$ cat src/rtl/rst_seq_pkg.sv
package rst_seq_pkg;
  localparam int NCAUSE = 4;
  localparam int C_POR  = 0;
  localparam int C_WDT  = 1;
  localparam int C_PIN  = 2;
  localparam int C_DBG  = 3;
  typedef logic [NCAUSE-1:0] cause_vec_t;
endpackage

$ cat src/rtl/rst_sync2.sv
module rst_sync2 #(
  parameter logic RST_VAL = 1'b0
) (
  input  logic clk,
  input  logic rst_n,
  input  logic d,
  output logic q
);
  logic s1;

  always_ff @(posedge clk or negedge rst_n) begin
    if (!rst_n) begin
      s1 <= RST_VAL;
      q  <= RST_VAL;
    end else begin
      s1 <= d;
      q  <= s1;
    end
  end
endmodule

$ cat src/rtl/rst_low_filt.sv
module rst_low_filt #(
  parameter int MIN_LOW = 3
) (
  input  logic clk,
  input  logic rst_n,
  input  logic pin_s,
  output logic hit
);
  localparam int CW = $clog2(MIN_LOW + 1);
  localparam logic [CW-1:0] LIM = CW'(MIN_LOW - 1);

  logic [CW-1:0] run;

  // run counts earlier consecutive low samples, saturating at LIM
  assign hit = !pin_s && (run >= LIM);

  always_ff @(posedge clk or negedge rst_n) begin
    if (!rst_n)        run <= '0;
    else if (pin_s)    run <= '0;
    else if (run < LIM) run <= run + 1'b1;
  end

  generate
    if (MIN_LOW >= 3) begin : g_chk
      AST_FILT_WIDTH: assert property (@(posedge clk) disable iff (!rst_n)
        hit |-> (!pin_s && $past(!pin_s) && $past(!pin_s, 2)));
    end
  endgenerate
endmodule

$ cat src/rtl/rst_holdoff.sv
module rst_holdoff #(
  parameter int HOLD_RC   = 64,
  parameter int HOLD_XTAL = 4096
) (
  input  logic clk,
  input  logic rst_n,
  input  logic xtal_sel,
  input  logic req,
  output logic active,
  output logic vf
);
  localparam int HMAX = (HOLD_XTAL > HOLD_RC) ? HOLD_XTAL : HOLD_RC;
  localparam int CW   = $clog2(HMAX + 1);

  logic [CW-1:0] cnt;
  logic [CW-1:0] hold_len;
  logic          done;

  assign hold_len = xtal_sel ? CW'(HOLD_XTAL) : CW'(HOLD_RC);
  assign done     = (cnt >= hold_len - CW'(1));

  always_ff @(posedge clk or negedge rst_n) begin
    if (!rst_n) begin
      cnt    <= '0;
      active <= 1'b1;
      vf     <= 1'b0;
    end else begin
      vf <= active && !req && done;
      if (req) begin
        cnt    <= '0;
        active <= 1'b1;
      end else if (active) begin
        if (done) active <= 1'b0;
        else      cnt    <= cnt + 1'b1;
      end
    end
  end

  AST_HOLD_LEN: assert property (@(posedge clk) disable iff (!rst_n)
    $fell(active) |-> ($past(cnt) >= $past(hold_len) - CW'(1)));
endmodule

$ cat src/rtl/rst_seq_top.sv
module rst_seq_top #(
  parameter int HOLD_RC   = 64,
  parameter int HOLD_XTAL = 4096,
  parameter int MIN_LOW   = 3
) (
  input  logic       clk,
  input  logic       pwr_good,
  input  logic       xtal_sel,
  input  logic       op_stop,
  input  logic       wdt_expire,
  input  logic       wdt_rst_en,
  input  logic       ext_rst_n,
  input  logic       dbg_rst_req,
  input  logic       dbg_pin_n,
  input  logic [3:0] sts_clr,
  output logic       sys_rst_n,
  output logic       dbg_rst_n,
  output logic       vec_fetch,
  output logic [3:0] rst_status
);
  import rst_seq_pkg::*;

  localparam int NPIN = 2;

  logic            por_n;
  logic [NPIN-1:0] pin_raw;
  logic [NPIN-1:0] pin_s;
  logic [NPIN-1:0] pin_hit;
  logic            ext_hit, dbg_hit;
  cause_vec_t      cause;
  logic            req;
  logic            active;
  cause_vec_t      sts_q;

  // power-on: asynchronous assert, synchronous release
  rst_sync2 #(.RST_VAL(1'b0)) u_por (
    .clk(clk), .rst_n(pwr_good), .d(1'b1), .q(por_n));

  assign pin_raw = {dbg_pin_n, ext_rst_n};

  for (genvar g = 0; g < NPIN; g++) begin : g_pin
    rst_sync2 #(.RST_VAL(1'b1)) u_sync (
      .clk(clk), .rst_n(por_n), .d(pin_raw[g]), .q(pin_s[g]));
    rst_low_filt #(.MIN_LOW(MIN_LOW)) u_filt (
      .clk(clk), .rst_n(por_n), .pin_s(pin_s[g]), .hit(pin_hit[g]));
  end

  assign ext_hit = pin_hit[0];
  assign dbg_hit = pin_hit[1];

  // mode-dependent acceptance of sources
  always_comb begin
    cause        = '0;
    cause[C_PIN] = ext_hit;
    cause[C_WDT] = !op_stop && wdt_expire && wdt_rst_en;
    cause[C_DBG] = op_stop ? dbg_hit : dbg_rst_req;
  end
  assign req = |cause;

  rst_holdoff #(.HOLD_RC(HOLD_RC), .HOLD_XTAL(HOLD_XTAL)) u_hold (
    .clk(clk), .rst_n(por_n), .xtal_sel(xtal_sel), .req(req),
    .active(active), .vf(vec_fetch));

  assign sys_rst_n = !active;
  assign dbg_rst_n = por_n;

  always_ff @(posedge clk or negedge por_n) begin
    if (!por_n)   sts_q <= cause_vec_t'(1 << C_POR);
    else if (req) sts_q <= cause;
    else          sts_q <= sts_q & ~sts_clr;
  end
  assign rst_status = sts_q;

  AST_REQ_RST: assert property (@(posedge clk) disable iff (!por_n)
    req |=> !sys_rst_n);
  AST_VF_ON_RISE: assert property (@(posedge clk) disable iff (!por_n)
    $rose(sys_rst_n) |-> vec_fetch);
  AST_VF_SINGLE: assert property (@(posedge clk) disable iff (!por_n)
    vec_fetch |=> !vec_fetch);
  AST_DBG_KEEPS: assert property (@(posedge clk) disable iff (!por_n)
    (dbg_rst_req && !op_stop) |=> dbg_rst_n);
  AST_STOP_NO_WDT: assert property (@(posedge clk) disable iff (!por_n)
    (op_stop && wdt_expire && !ext_hit && !dbg_hit && sys_rst_n) |=> sys_rst_n);
  AST_STS_NEW: assert property (@(posedge clk) disable iff (!por_n)
    (req && ext_hit) |=> rst_status[C_PIN]);
endmodule

$ cat config.mk
export PLATFORM = sky130hd
export DESIGN_NAME = rst_seq_top
export DESIGN_NICKNAME = d
export VERILOG_FILES = /design/src/rtl/rst_seq_pkg.sv /design/src/rtl/rst_sync2.sv /design/src/rtl/rst_low_filt.sv /design/src/rtl/rst_holdoff.sv /design/src/rtl/rst_seq_top.sv
export SDC_FILE = /design/constraint.sdc
export NUM_CORES = 1
export LEC_CHECK = 0
export BUFFER_PORTS_ARGS = -buffer_cell sky130_fd_sc_hd__buf_2
export CAP_MARGIN = 10
export CORE_AREA = 2 2 83 85
export CTS_BUF_LIST = sky130_fd_sc_hd__clkbuf_8
export DETAILED_ROUTE_END_ITERATION = 8
export DIE_AREA = 0 0 85 87
export PLACE_DENSITY = 0.37
export SYNTH_ARGS = -nofsm -noshare
export SYNTH_HDL_FRONTEND = slang
export SYNTH_SLANG_ARGS = --single-unit
$ cat constraint.sdc
create_clock -name clk -period 1.09 [get_ports clk]
set_clock_uncertainty 0.05 [all_clocks]
set_input_delay 0.0545 -clock clk [delete_from_list [all_inputs] [get_ports clk]]
set_output_delay 0.0545 -clock clk [all_outputs]
set_load 0.01 [all_outputs]
==> results_dict.tcl, run 1 <==
set metrics [dict create \
    grt_first_pass_wirelength_um 6630 \
    final_min_period_over_clock_period 1.77 \
    max_cap_viol_count 0 \
    share_of_cells_above_drive_strength_1 0.570 \
    synth_ff_type "dfrtp_1" \
    numPlacedInstances 277 \
    worst-r2r-cell-count 7 \
    crit-reg2reg-launch "u_hold.cnt[6]$_DFFE_PN0P_" \
    synthesis.yosys.warnings 0 \
    ctsLongestPathBuffers 2 \
    ys_ff_latch 29 \
    crit_path_max_fanout 11 \
    syn_to_final_growth_pct 73.5 \
    1st_iter_drt_viols 16 \
    synth.top_cells.by_area "dfrtp_1 39%, dfstp_2 11%, ha_1 6.8%" \
    boundaryPins 20 \
    crit_required_ns 1.26 \
    antenna-diode-count 0 \
    global_route_total_overflow 0 \
    firstDrtPassIters 4 \
    start_util 0.223 \
    tns_ns -12.08 \
    floorplan.die_area_um2 7400 \
    vias_per_cell 4.45 \
    grt_start_max_net_pins 28 \
    power.clock.fraction 0.273 \
    endpoint_kind "flop" \
    grt.total_usage 0.116 \
    fp.coreArea_um2 6570 \
    chipHeight_um 87 \
    post-route-worst-setup-slack_ns -0.835 \
    synth-async-reset-ratio 1.00 \
    critical_path_arrival_ns 2.10 \
    seq_power_share 0.397 \
    port_buffers 19 \
    cts_tree "yes" \
    synth_cell_types 44 \
    critical_path.startpoint_type "flop" \
    hpwl_um 2770 \
    crit_type "reg -> reg" \
    net_switching_uw 1030 \
    yosysSeqAreaShare 0.500 \
    sw_frac_of_total 0.319 \
    layout.cells.non_filler 308 \
    min_path_type "in -> async" \
    worst_skew_pair.late_latency_ns 0.29 \
    mappedNetlistNets 160 \
    final_util 0.387 \
    ir_drop_mv 0.580 \
    power-per-cell-area_nw_per_um2 1270 \
    finalMaxSlewViolations 0 \
    clock.fmax_mhz 519 \
    startpoint "u_hold.cnt[6]$_DFFE_PN0P_" \
    floorplan.rows 30 \
    wl_um 3980 \
    postSynthAreaPerCell_um2 10.5 \
    detail_route.drc_violations 0 \
    failed_checks "negative setup slack" \
    setup_viol 19 \
    cts_sinks 29 \
    cts.reportedPaths.clkPinSlew_ns 0.07 \
    clock_buffer_count_from_cts 5 \
    synth_instances 139 \
    grt_pass1_vias 1431 \
    status "complete, but fails checks" \
    power.internal_uw 2200 \
    dp_worst_setup_slack_ns -0.853 \
    whs_ns 0.0277 \
    synth_area_um2 1470 \
    reported_leakage_power_uw 0.00115 \
    grt_setup_unrepaired "yes" \
    pwr-share-comb 0.330 \
    fraction_of_post_synthesis_cell_area_in_the_top_cell_type_by_area 0.392 \
    final-hold-violation-count 0 \
    routabilityCongestion 0.749 \
    fin_nets 248 \
    die_width_um 85 \
    ctsRootBufferMaster "clkbuf_8" \
    timing.final.crit_period_ns 1.92 \
    synth_enable_flop_cells 0 \
    drt.antenna.violating_nets 0 \
    detailroute.via_count 1370 \
    post-synth-top-area-cell "dfrtp_1" \
    route.detailed.wl_per_inst_um 12.9 \
    antenna_violations_before_repair 0 \
    h-tree-depth 2 \
]
==> synth_stat cells (2+ instances only) <==
| cell | count |
|---|---|
| a21oi_1 | 11 |
| and3_1 | 2 |
| dfrtp_1 | 23 |
| dfstp_2 | 6 |
| ha_1 | 8 |
| inv_1 | 8 |
| mux2i_1 | 2 |
| nand2_1 | 8 |
| nand2b_1 | 6 |
| nand3_1 | 6 |
| nor2_1 | 12 |
| nor3_1 | 2 |
| nor4_1 | 3 |
| o21a_1 | 2 |
| o21ai_0 | 2 |
| o31ai_1 | 3 |
| or4_1 | 4 |
| xnor2_1 | 4 |
| xor2_1 | 2 |
==> logic make-up (layout without fill, tap and decap cells) <==
| family | count (synthesis) | count (layout) | synth area share |
|---|---|---|---|
| other cells | 1 | 1 | 0.00256 |
| fa+ha+maj | 8 | 8 | 0.0683 |
| buf+inv | 10 | 99 | 0.0307 |
| xor+xnor | 6 | 6 | 0.0358 |
| mux | 2 | 2 | 0.0137 |
| simple gates | 56 | 56 | 0.232 |
| compound gates | 27 | 27 | 0.117 |
| flops | 29 | 29 | 0.500 |
==> layout by cell type (no fill, tap or decap), drive strengths merged, types with 8 or more instances in the layout <==
cell         count
nor2            12
nand2            8
dfrtp           23
dlygate4sd3      8
a21oi           12
buf             75
ha               8
inv              8
==> per-stage QoR <==
step | instance area, um^2 | power, uW
5_1_grt | 2540 | 3450
4_1_cts | 2410 | 3210
2_1_floorplan | 1520 | 1690
6_report | 2540 | 3230
3_5_place_dp | 2020 | 2140
3_3_place_gp | 2020 | 2100
==> per-layer routing <==
layer	wire length [um]	global-route usage	part of all wire
met4	97	0.0548	0.024
met5	0	0	0
met3	167	0.0265	0.042
met1	1820	0.138	0.46
met2	1900	0.197	0.48
==> registers in the layout (all words and copies together) (netlist names) <==
| signal | cells |
|---|---|
| u_hold.cnt | 13 |
| g_pin.u_filt.run | 4 |
| rst_status | 4 |
| g_pin.u_sync.q | 2 |
| g_pin.u_sync.s1 | 2 |
| u_hold.active | 1 |
| u_hold.vf | 1 |
| u_por.q | 1 |
| u_por.s1 | 1 |
==> path summary, 6_finish.rpt <==
kind | endpoint | slack (ns)
worst min register to register | u_hold.cnt[2]$_DFFE_PN0P_ | 0.24
worst max register to register | u_hold.cnt[8]$_DFFE_PN0P_ | -0.83
worst max-delay path | u_hold.cnt[8]$_DFFE_PN0P_ | -0.83
max in group asynchronous | g_pin[1].u_sync.s1$_DFF_PN1_ | 0.44
min in group clk | rst_status[1]$_DFF_PN0_ | 0.06
worst min-delay path | u_por.q$_DFF_PN0_ | 0.03
==> critical path, stage by stage (launching register included) <==
cell     delay, ns
dfrtp_2       0.40
ha_1          0.31
nand3_2       0.08
or2_1         0.10
a31oi_1       0.07
buf_4         0.19
or4_1         0.54
a21oi_2       0.13
==> power groups by stage <==
stage / clock network, uW / logic [uW] / registers (uW)
2_1_floorplan: 0 / 345 / 1350
3_3_place_gp: 0 / 804 / 1290
3_5_place_dp: 0 / 838 / 1300
4_1_cts: 930 / 1000 / 1280
5_1_grt: 958 / 1190 / 1300
6_report: 882 / 1070 / 1280
==> final cells by class <==
cell class,instances,area (um^2)
fillers,650,4020
clock inverters,3,17.5
repair buffers,83,626
flip-flops and latches,29,734
clock buffers,5,68.8
well taps,80,100
inverters,8,30.0
multi-input cells,100,968
==> what timing repair did <==
item,in CTS,in global routing
hold buffers,8,0
buffers inserted,8,7
endpoints found under the setup margin,20,20
resized for setup,29,15
pin swaps,16,13
endpoints found under the hold margin,8,0
Note: power is estimated with default switching activity, not from simulation.
==> inputs of run 2 (changes only) <==
--- a/config.mk
+++ b/config.mk
@@ -7,11 +7,11 @@
 export LEC_CHECK = 0
 export BUFFER_PORTS_ARGS = -buffer_cell sky130_fd_sc_hd__buf_2
 export CAP_MARGIN = 10
-export CORE_AREA = 2 2 83 85
+export CORE_AREA = 2 2 53 55
 export CTS_BUF_LIST = sky130_fd_sc_hd__clkbuf_8
 export DETAILED_ROUTE_END_ITERATION = 8
-export DIE_AREA = 0 0 85 87
-export PLACE_DENSITY = 0.37
+export DIE_AREA = 0 0 55 57
+export PLACE_DENSITY = 0.79
 export SYNTH_ARGS = -nofsm -noshare
 export SYNTH_HDL_FRONTEND = slang
 export SYNTH_SLANG_ARGS = --single-unit
==> run 2 against run 1 <==
  * The flow now stops in global routing (5_1_grt)
  * Synthesized cell count stayed put
  * Area after synthesis unchanged
==> results_dict.tcl, run 2 <==
set metrics [dict create \
    status "did not finish" \
    outcome.stop_stage "global routing (5_1_grt)" \
    tool.error "[ERROR DPL-0038] Utilization greater than 100%, impossible to legalize" \
    hpwl_um 2630 \
    synth_area_um2 1470 \
    yosysSeqAreaShare 0.500 \
    post-synth-top-area-cell "dfrtp_1" \
    synth.most_common_cell "dfrtp_1" \
    synth_ff_type "dfrtp_1" \
    boundaryPins 20 \
    grt_repair_worst_endpoint "u_hold.cnt[1]$_DFFE_PN0P_/D" \
    die_width_um 55 \
    mappedNetlistNets 160 \
    synth_enable_flop_cells 0 \
    ctsLongestPathBuffers 2 \
    synth_instances 139 \
    postSynthAreaPerCell_um2 10.5 \
    synth_cell_types 44 \
    ctsRootBufferMaster "clkbuf_8" \
    fraction_of_post_synthesis_cell_area_in_the_top_cell_type_by_area 0.392 \
    ys_ff_latch 29 \
    port_buffers 19 \
    synth-async-reset-ratio 1.00 \
    routabilityCongestion 0.809 \
    chipHeight_um 57 \
    h-tree-depth 2 \
    cts_sinks 29 \
    clock_buffer_count_from_cts 5 \
    cell_area_after_placement_um2 1940 \
    worst_endpoint_kind "register data pin" \
    grt_start_max_net_pins 17 \
    start_util 0.561 \
    floorplan.rows 19 \
    synth_commonest_cells "23 x dfrtp_1, 12 x nor2_1, 11 x a21oi_1" \
    synthesis.yosys.warnings 0 \
    synth.top_cells.by_area "dfrtp_1 39%, dfstp_2 11%, ha_1 6.8%" \
]
run 2: timing repair:
item                                    CTS
endpoints found under the setup margin   20
gates resized for setup                  44
setup buffers                            14
cloned                                    1
pin swaps                                24
hold buffers                              8
hold endpoints to repair                  8
run 2: logic make-up after synthesis:
kind of cell               count (synthesis)  synth area share
muxes                                      2            0.0137
buffers and inverters                     10            0.0307
other                                      1           0.00256
adders and majority gates                  8            0.0683
xor gates and xnor gates                   6            0.0358
DFF                                       29             0.500
AOI/OAI and AO/OA                         27             0.117
and+or+nand+nor                           56             0.232
run 2: metrics by stage:
| step | TNS, ns | utilization | worst slack [ns] | hold WS [ns] | std cells |
|---|---|---|---|---|---|
| 2_1_floorplan | -10.50 | - | -0.734 | -0.291 | 139 |
| 3_3_place_gp | -12.30 | 0.742 | -0.831 | -0.210 | 227 |
| 3_5_place_dp | -13.50 | 0.742 | -0.917 | -0.208 | 227 |
| 4_1_cts | -12.30 | 0.951 | -0.867 | 0.0127 | 258 |
==> inputs of run 3 (changes only) <==
--- a/config.mk
+++ b/config.mk
@@ -7,11 +7,10 @@
 export LEC_CHECK = 0
 export BUFFER_PORTS_ARGS = -buffer_cell sky130_fd_sc_hd__buf_2
 export CAP_MARGIN = 10
-export CORE_AREA = 2 2 53 55
-export CTS_BUF_LIST = sky130_fd_sc_hd__clkbuf_8
+export CORE_AREA = 2 2 64 66
 export DETAILED_ROUTE_END_ITERATION = 8
-export DIE_AREA = 0 0 55 57
-export PLACE_DENSITY = 0.79
+export DIE_AREA = 0 0 66 68
+export PLACE_DENSITY_LB_ADDON = 0.15
 export SYNTH_ARGS = -nofsm -noshare
 export SYNTH_HDL_FRONTEND = slang
 export SYNTH_SLANG_ARGS = --single-unit
==> run 3 against run 2 <==
  * The flow now finishes, with violations (negative setup slack)
==> results_dict.tcl, run 3 (synthesis gave the netlist of run 1 again) <==
set metrics [dict create \
    hpwl_um 2660 \
    post-route-worst-setup-slack_ns -0.840 \
    sw_frac_of_total 0.300 \
    clock.fmax_mhz 518 \
    power.internal_uw 2480 \
    min_path_type "in -> async" \
    reported_leakage_power_uw 0.00120 \
    floorplan.rows 23 \
    clock_buffer_count_from_cts 5 \
    vias_per_cell 5.09 \
    power-per-cell-area_nw_per_um2 1360 \
    timing.final.crit_period_ns 1.93 \
    final_min_period_over_clock_period 1.77 \
    crit_type "reg -> reg" \
    endpoint_kind "flop" \
    final_common_cell "buf_4" \
    die_width_um 66 \
    final_util 0.674 \
    crit_required_ns 1.22 \
    ctsRootBufferMaster "clkbuf_8" \
    dp_worst_setup_slack_ns -1.04 \
    route.detailed.wl_per_inst_um 15.6 \
    grt_setup_unrepaired "yes" \
    syn_to_final_growth_pct 77.2 \
    boundaryPins 20 \
    status "complete, but fails checks" \
    failed_checks "negative setup slack" \
    final_cell_mix "51 x buf_4, 22 x dfrtp_1, 18 x buf_2" \
    crit_path_max_fanout 5 \
    port_buffers 19 \
    antenna_violations_before_repair 0 \
    cts.reportedPaths.clkPinSlew_ns 0.07 \
    numPlacedInstances 245 \
    global_route_total_overflow 0 \
    layout.cells.non_filler 284 \
    cts_sinks 29 \
    routabilityCongestion 0.810 \
    finalMaxSlewViolations 0 \
    fp.coreArea_um2 3860 \
    critical_path_arrival_ns 2.06 \
    net_switching_uw 1060 \
    chipHeight_um 68 \
    largest_register_ff_count 13 \
    1st_iter_drt_viols 81 \
    power.clock.fraction 0.314 \
    antenna-diode-count 0 \
    max_flop_register "u_hold.cnt" \
    p_total_uw 3540 \
    start_util 0.380 \
    cts_tree "yes" \
    critical_path.startpoint_type "flop" \
    grt_first_pass_wirelength_um 7290 \
    grt_start_max_net_pins 19 \
    slew_headroom 0.653 \
    share_of_cells_above_drive_strength_1 0.585 \
    cell_area_after_placement_um2 1960 \
    max_cap_viol_count 0 \
    h-tree-depth 2 \
    fin_nets 254 \
    floorplan.die_area_um2 4490 \
    ir_drop_mv 0.921 \
    firstDrtPassIters 4 \
    drt.antenna.violating_nets 0 \
    setup_viol 19 \
    final-hold-violation-count 0 \
    seq_power_share 0.364 \
    ctsLongestPathBuffers 2 \
    detail_route.drc_violations 0 \
    grt_pass1_vias 1533 \
    detailroute.via_count 1445 \
    worst_skew_pair.late_latency_ns 0.29 \
    wl_um 4430 \
    postLayoutCellArea_um2 2600 \
    grt.total_usage 0.223 \
    transition_time_at_the_pin_with_the_least_slew_margin_ns 0.518 \
    pwr-share-comb 0.322 \
]
-- run 3: stage by stage --
step                      setup TNS [ns]  hold slack [ns]
after detailed placement          -14.23           -0.209
after global placement            -13.07           -0.209
after CTS                         -11.69           0.0173
after global routing              -13.88           0.0330
after floorplan                   -10.50           -0.291
final                             -12.51           0.0274
-- run 3: final timing paths --
path	start	endpoint	slack, ns	cells after the start
worst max register to register	u_hold.cnt[11]$_DFFE_PN0P_	u_hold.cnt[5]$_DFFE_PN0P_	-0.84	8
min in group clk	op_stop	rst_status[1]$_DFF_PN0_	0.05	3
max in group asynchronous	u_por.q$_DFF_PN0_	u_hold.active$_DFF_PN1_	0.45	1
worst max-delay path	u_hold.cnt[11]$_DFFE_PN0P_	u_hold.cnt[5]$_DFFE_PN0P_	-0.84	8
worst min-delay path	pwr_good	u_por.s1$_DFF_PN0_	0.03	2
worst min register to register	u_por.q$_DFF_PN0_	rst_status[2]$_DFF_PN0_	0.22	1
-- run 3: final cells by class --
| type | count | area [um^2] |
|---|---|---|
| multi-input combinational | 101 | 990 |
| clock buffer | 6 | 72.6 |
| sequential | 29 | 734 |
| tap | 50 | 62.6 |
| inverter | 8 | 30.0 |
| fill | 296 | 1260 |
| timing repair buffer | 88 | 674 |
| clock inverter | 2 | 35.0 |
-- run 3: metal layers --
| layer | share of wire | track usage | routed length [um] |
|---|---|---|---|
| met5 | 0 | 0 | 0 |
| met4 | 0.018 | 0.0842 | 80 |
| met3 | 0.027 | 0.0576 | 118 |
| met2 | 0.52 | 0.403 | 2320 |
| met1 | 0.43 | 0.254 | 1910 |
-- run 3: power groups by stage --
stage	Combinational, uW	Clock [uW]	Sequential [uW]
after floorplan	345	0	1350
after global placement	783	0	1300
after detailed placement	813	0	1310
after CTS	1040	1130	1280
after global routing	1230	1180	1300
final	1140	1110	1290
-- run 3: what timing repair did --
| action | in CTS | in global routing |
|---|---|---|
| pin swaps | 19 | 13 |
| hold buffers | 10 | 0 |
| gates cloned | 0 | 1 |
| gates resized for setup | 34 | 17 |
| buffers inserted | 17 | 4 |
| hold endpoints to repair | 8 | 0 |
| setup endpoints to repair | 20 | 20 |
-- run 3: critical path, cell delays in order (launching register included) --
cell	delay (ns)
dfrtp_1	0.41
ha_4	0.29
nand4b_1	0.14
buf_4	0.18
nor4_4	0.23
buf_6	0.17
nor3_4	0.05
and3_1	0.13
o21a_1	0.17
==> inputs of run 4 (changes only) <==
--- a/config.mk
+++ b/config.mk
@@ -8,6 +8,7 @@
 export BUFFER_PORTS_ARGS = -buffer_cell sky130_fd_sc_hd__buf_2
 export CAP_MARGIN = 10
 export CORE_AREA = 2 2 64 66
+export CTS_CLUSTER_SIZE = 10
 export DETAILED_ROUTE_END_ITERATION = 8
 export DIE_AREA = 0 0 66 68
 export PLACE_DENSITY_LB_ADDON = 0.15
==> constraint.sdc (replaced) <==
create_clock -name clk -period 2.4 [get_ports clk]
set_clock_uncertainty 0.05 [all_clocks]
set_input_delay 0.12 -clock clk [delete_from_list [all_inputs] [get_ports clk]]
set_output_delay 0.12 -clock clk [all_outputs]
set_load 0.01 [all_outputs]
==> run 4 against run 3 <==
  * The run ends with negative hold slack left
  * Global-route usage decreased by 6.5 points
  * Fmax decreased by 8.2%
  * Via count shrank 24%
  * Routed wire length decreased by 35%
  * Largest power group unchanged
  * Count of clock-buffer cells in the layout did not move
  * Flip-flop and latch count stayed put
  * Utilization shrank 21 points
  * First-iteration DRC count up 1.2%
  * Critical path depth is 2 lower
  * Die area unchanged
  * Final cell count down 23%
==> results_dict.tcl, run 4 (synthesis gave the netlist of run 1 again) <==
set metrics [dict create \
    crit-reg2reg-launch "u_hold.cnt[11]$_DFFE_PN0P_" \
    port_buffers 19 \
    worst_skew_pair.late_latency_ns 0.28 \
    start_util 0.380 \
    power.internal_uw 981 \
    fp.coreArea_um2 3860 \
    routabilityCongestion 0.794 \
    power-per-cell-area_nw_per_um2 760 \
    seq_power_share 0.442 \
    critical_path_arrival_ns 2.23 \
    worst-r2r-setup-slack_ns 0.30 \
    reported_leakage_power_uw 0.000812 \
    grt.total_usage 0.158 \
    gr-usage-met3 0.0493 \
    vias_per_cell 5.01 \
    1st_iter_drt_viols 82 \
    transition_time_at_the_pin_with_the_least_slew_margin_ns 0.668 \
    power.clock.fraction 0.389 \
    floorplan.die_area_um2 4490 \
    final-hold-violation-count 1 \
    final_cell_mix "23 x dfrtp_1, 19 x buf_2, 12 x nor2_1" \
    final_util 0.463 \
    worst-r2r-cell-count 6 \
    cts_tree "yes" \
    hold_path_startpoint "sts_clr[1]" \
    largest_register_ff_count 13 \
    post_cts.resized_instances 0 \
    route.detailed.wl_per_inst_um 13.2 \
    cp_slowest_stage_delay_ns 0.45 \
    global_route_total_overflow 0 \
    grt_pass1_vias 1053 \
    critical_path.startpoint_type "flop" \
    ir_drop_mv 0.402 \
    hold_depth 2 \
    category_of_cells_accounting_for_the_largest_share_of_critical_path_delay "simple AND/OR/NAND/NOR gates" \
    wl_um 2900 \
    hold_path_end "rst_status[1]$_DFF_PN0_" \
    hpwl_um 2160 \
    fillers 387 \
    fin_nets 190 \
    max_flop_register "u_hold.cnt" \
    max_cap_viol_count 0 \
    grt_use_met2 0.236 \
    globalRoute.busiestLayer "met2" \
    min_path_type "in -> reg" \
    grt_setup_unrepaired "no" \
    tns_ns 0 \
    net_switching_uw 376 \
    whs_ns -0.00347 \
    antenna_violations_before_repair 0 \
    timing.critical_path.slowest_stage_cell "nor4_4" \
    r2r_end "u_hold.cnt[5]$_DFFE_PN0P_" \
    crit_path_max_fanout 5 \
    timing.critical_path.cells "ha_1, nand4b_1, nor4_4, nor3_1, and3_1, o21a_1" \
    cts_sinks 29 \
    final_min_period_over_clock_period 0.876 \
    final_common_cell "dfrtp_1" \
    detail_route.drc_violations 0 \
    ctsLongestPathBuffers 2 \
    clock.fmax_mhz 476 \
    status "complete, but fails checks" \
    floorplan.rows 23 \
    h-tree-depth 2 \
    ctsRootBufferMaster "clkbuf_8" \
    critical_path.n_buffers_inverters 0 \
    boundaryPins 20 \
    crit_type "reg -> reg" \
    finalMaxSlewViolations 0 \
    slew_headroom 0.553 \
    grt_start_max_net_pins 27 \
    global_route.usage.met1 0.212 \
    detailroute.via_count 1103 \
    p_total_uw 1360 \
    setup_bufs_post_cts 0 \
    setup_viol 0 \
    share_of_cells_above_drive_strength_1 0.241 \
    die_width_um 66 \
    endpoint_kind "flop" \
    sw_frac_of_total 0.277 \
    cts.reportedPaths.clkPinSlew_ns 0.06 \
    drt.antenna.violating_nets 0 \
    pwr-share-comb 0.169 \
    crit_required_ns 2.52 \
    syn_to_final_growth_pct 21.7 \
    firstDrtPassIters 4 \
    antenna-diode-count 0 \
    clock_buffer_count_from_cts 5 \
    chipHeight_um 68 \
    grt_first_pass_wirelength_um 5130 \
    timing.final.crit_period_ns 2.10 \
    failed_checks "negative hold slack" \
]
-- run 4: layer usage --
metal  routed length [um]  part of all wire
met5                    0                 0
met1                 1420              0.49
met4                   48             0.017
met2                 1320              0.45
met3                  108             0.037
-- run 4: final cells by class --
cell class / instances / area (um^2) / share of cell area
Clock inverter: 2 / 37.5 / 0.0210
Sequential cell: 29 / 733 / 0.411
Multi-Input combinational cell: 100 / 688 / 0.386
Clock buffer: 6 / 82.6 / 0.0463
Timing Repair Buffer: 25 / 150 / 0.0842
Inverter: 8 / 30.0 / 0.0168
Tap cell: 50 / 62.6 / 0.0351
-- run 4: worst max-delay path by stage --
stage	endpoint	cells after the start	slack, ns	start
after floorplan	u_hold.cnt[10]$_DFFE_PN0P_	7	0.47	u_hold.cnt[6]$_DFFE_PN0P_
after global placement	u_hold.cnt[11]$_DFFE_PN0P_	7	0.34	u_hold.cnt[6]$_DFFE_PN0P_
after detailed placement	u_hold.cnt[1]$_DFFE_PN0P_	6	0.32	u_hold.cnt[8]$_DFFE_PN0P_
after CTS	u_hold.cnt[10]$_DFFE_PN0P_	7	0.30	u_hold.cnt[6]$_DFFE_PN0P_
after global routing	u_hold.cnt[1]$_DFFE_PN0P_	6	0.13	u_hold.cnt[8]$_DFFE_PN0P_
final	u_hold.cnt[5]$_DFFE_PN0P_	6	0.30	u_hold.cnt[11]$_DFFE_PN0P_
-- run 4: stage by stage --
step	cell area (um^2)	worst slack (ns)	cells
after floorplan	1470	0.468	139
after global placement	1620	0.343	208
after detailed placement	1620	0.317	208
after CTS	1780	0.301	220
after global routing	1780	0.131	220
final	1780	0.297	220
-- run 4: power groups by stage --
stage	Sequential [uW]	Combinational (uW)	Clock, uW
after floorplan	612	150	0
after global placement	605	220	0
after detailed placement	609	226	0
after CTS	600	232	540
after global routing	609	264	566
final	600	229	528
-- run 4: repair_timing --
action	CTS	global route
hold endpoints to repair	5	0
endpoints found under the setup margin	0	0
hold buffers	4	0
-- run 4: worst register-to-register path: cells and delay by family, from the launching register on --
kind | cells | cell delay (ns)
simple gates | 4 | 1.03
flops | 1 | 0.42
fa+ha+maj | 1 | 0.33
compound gates | 1 | 0.16
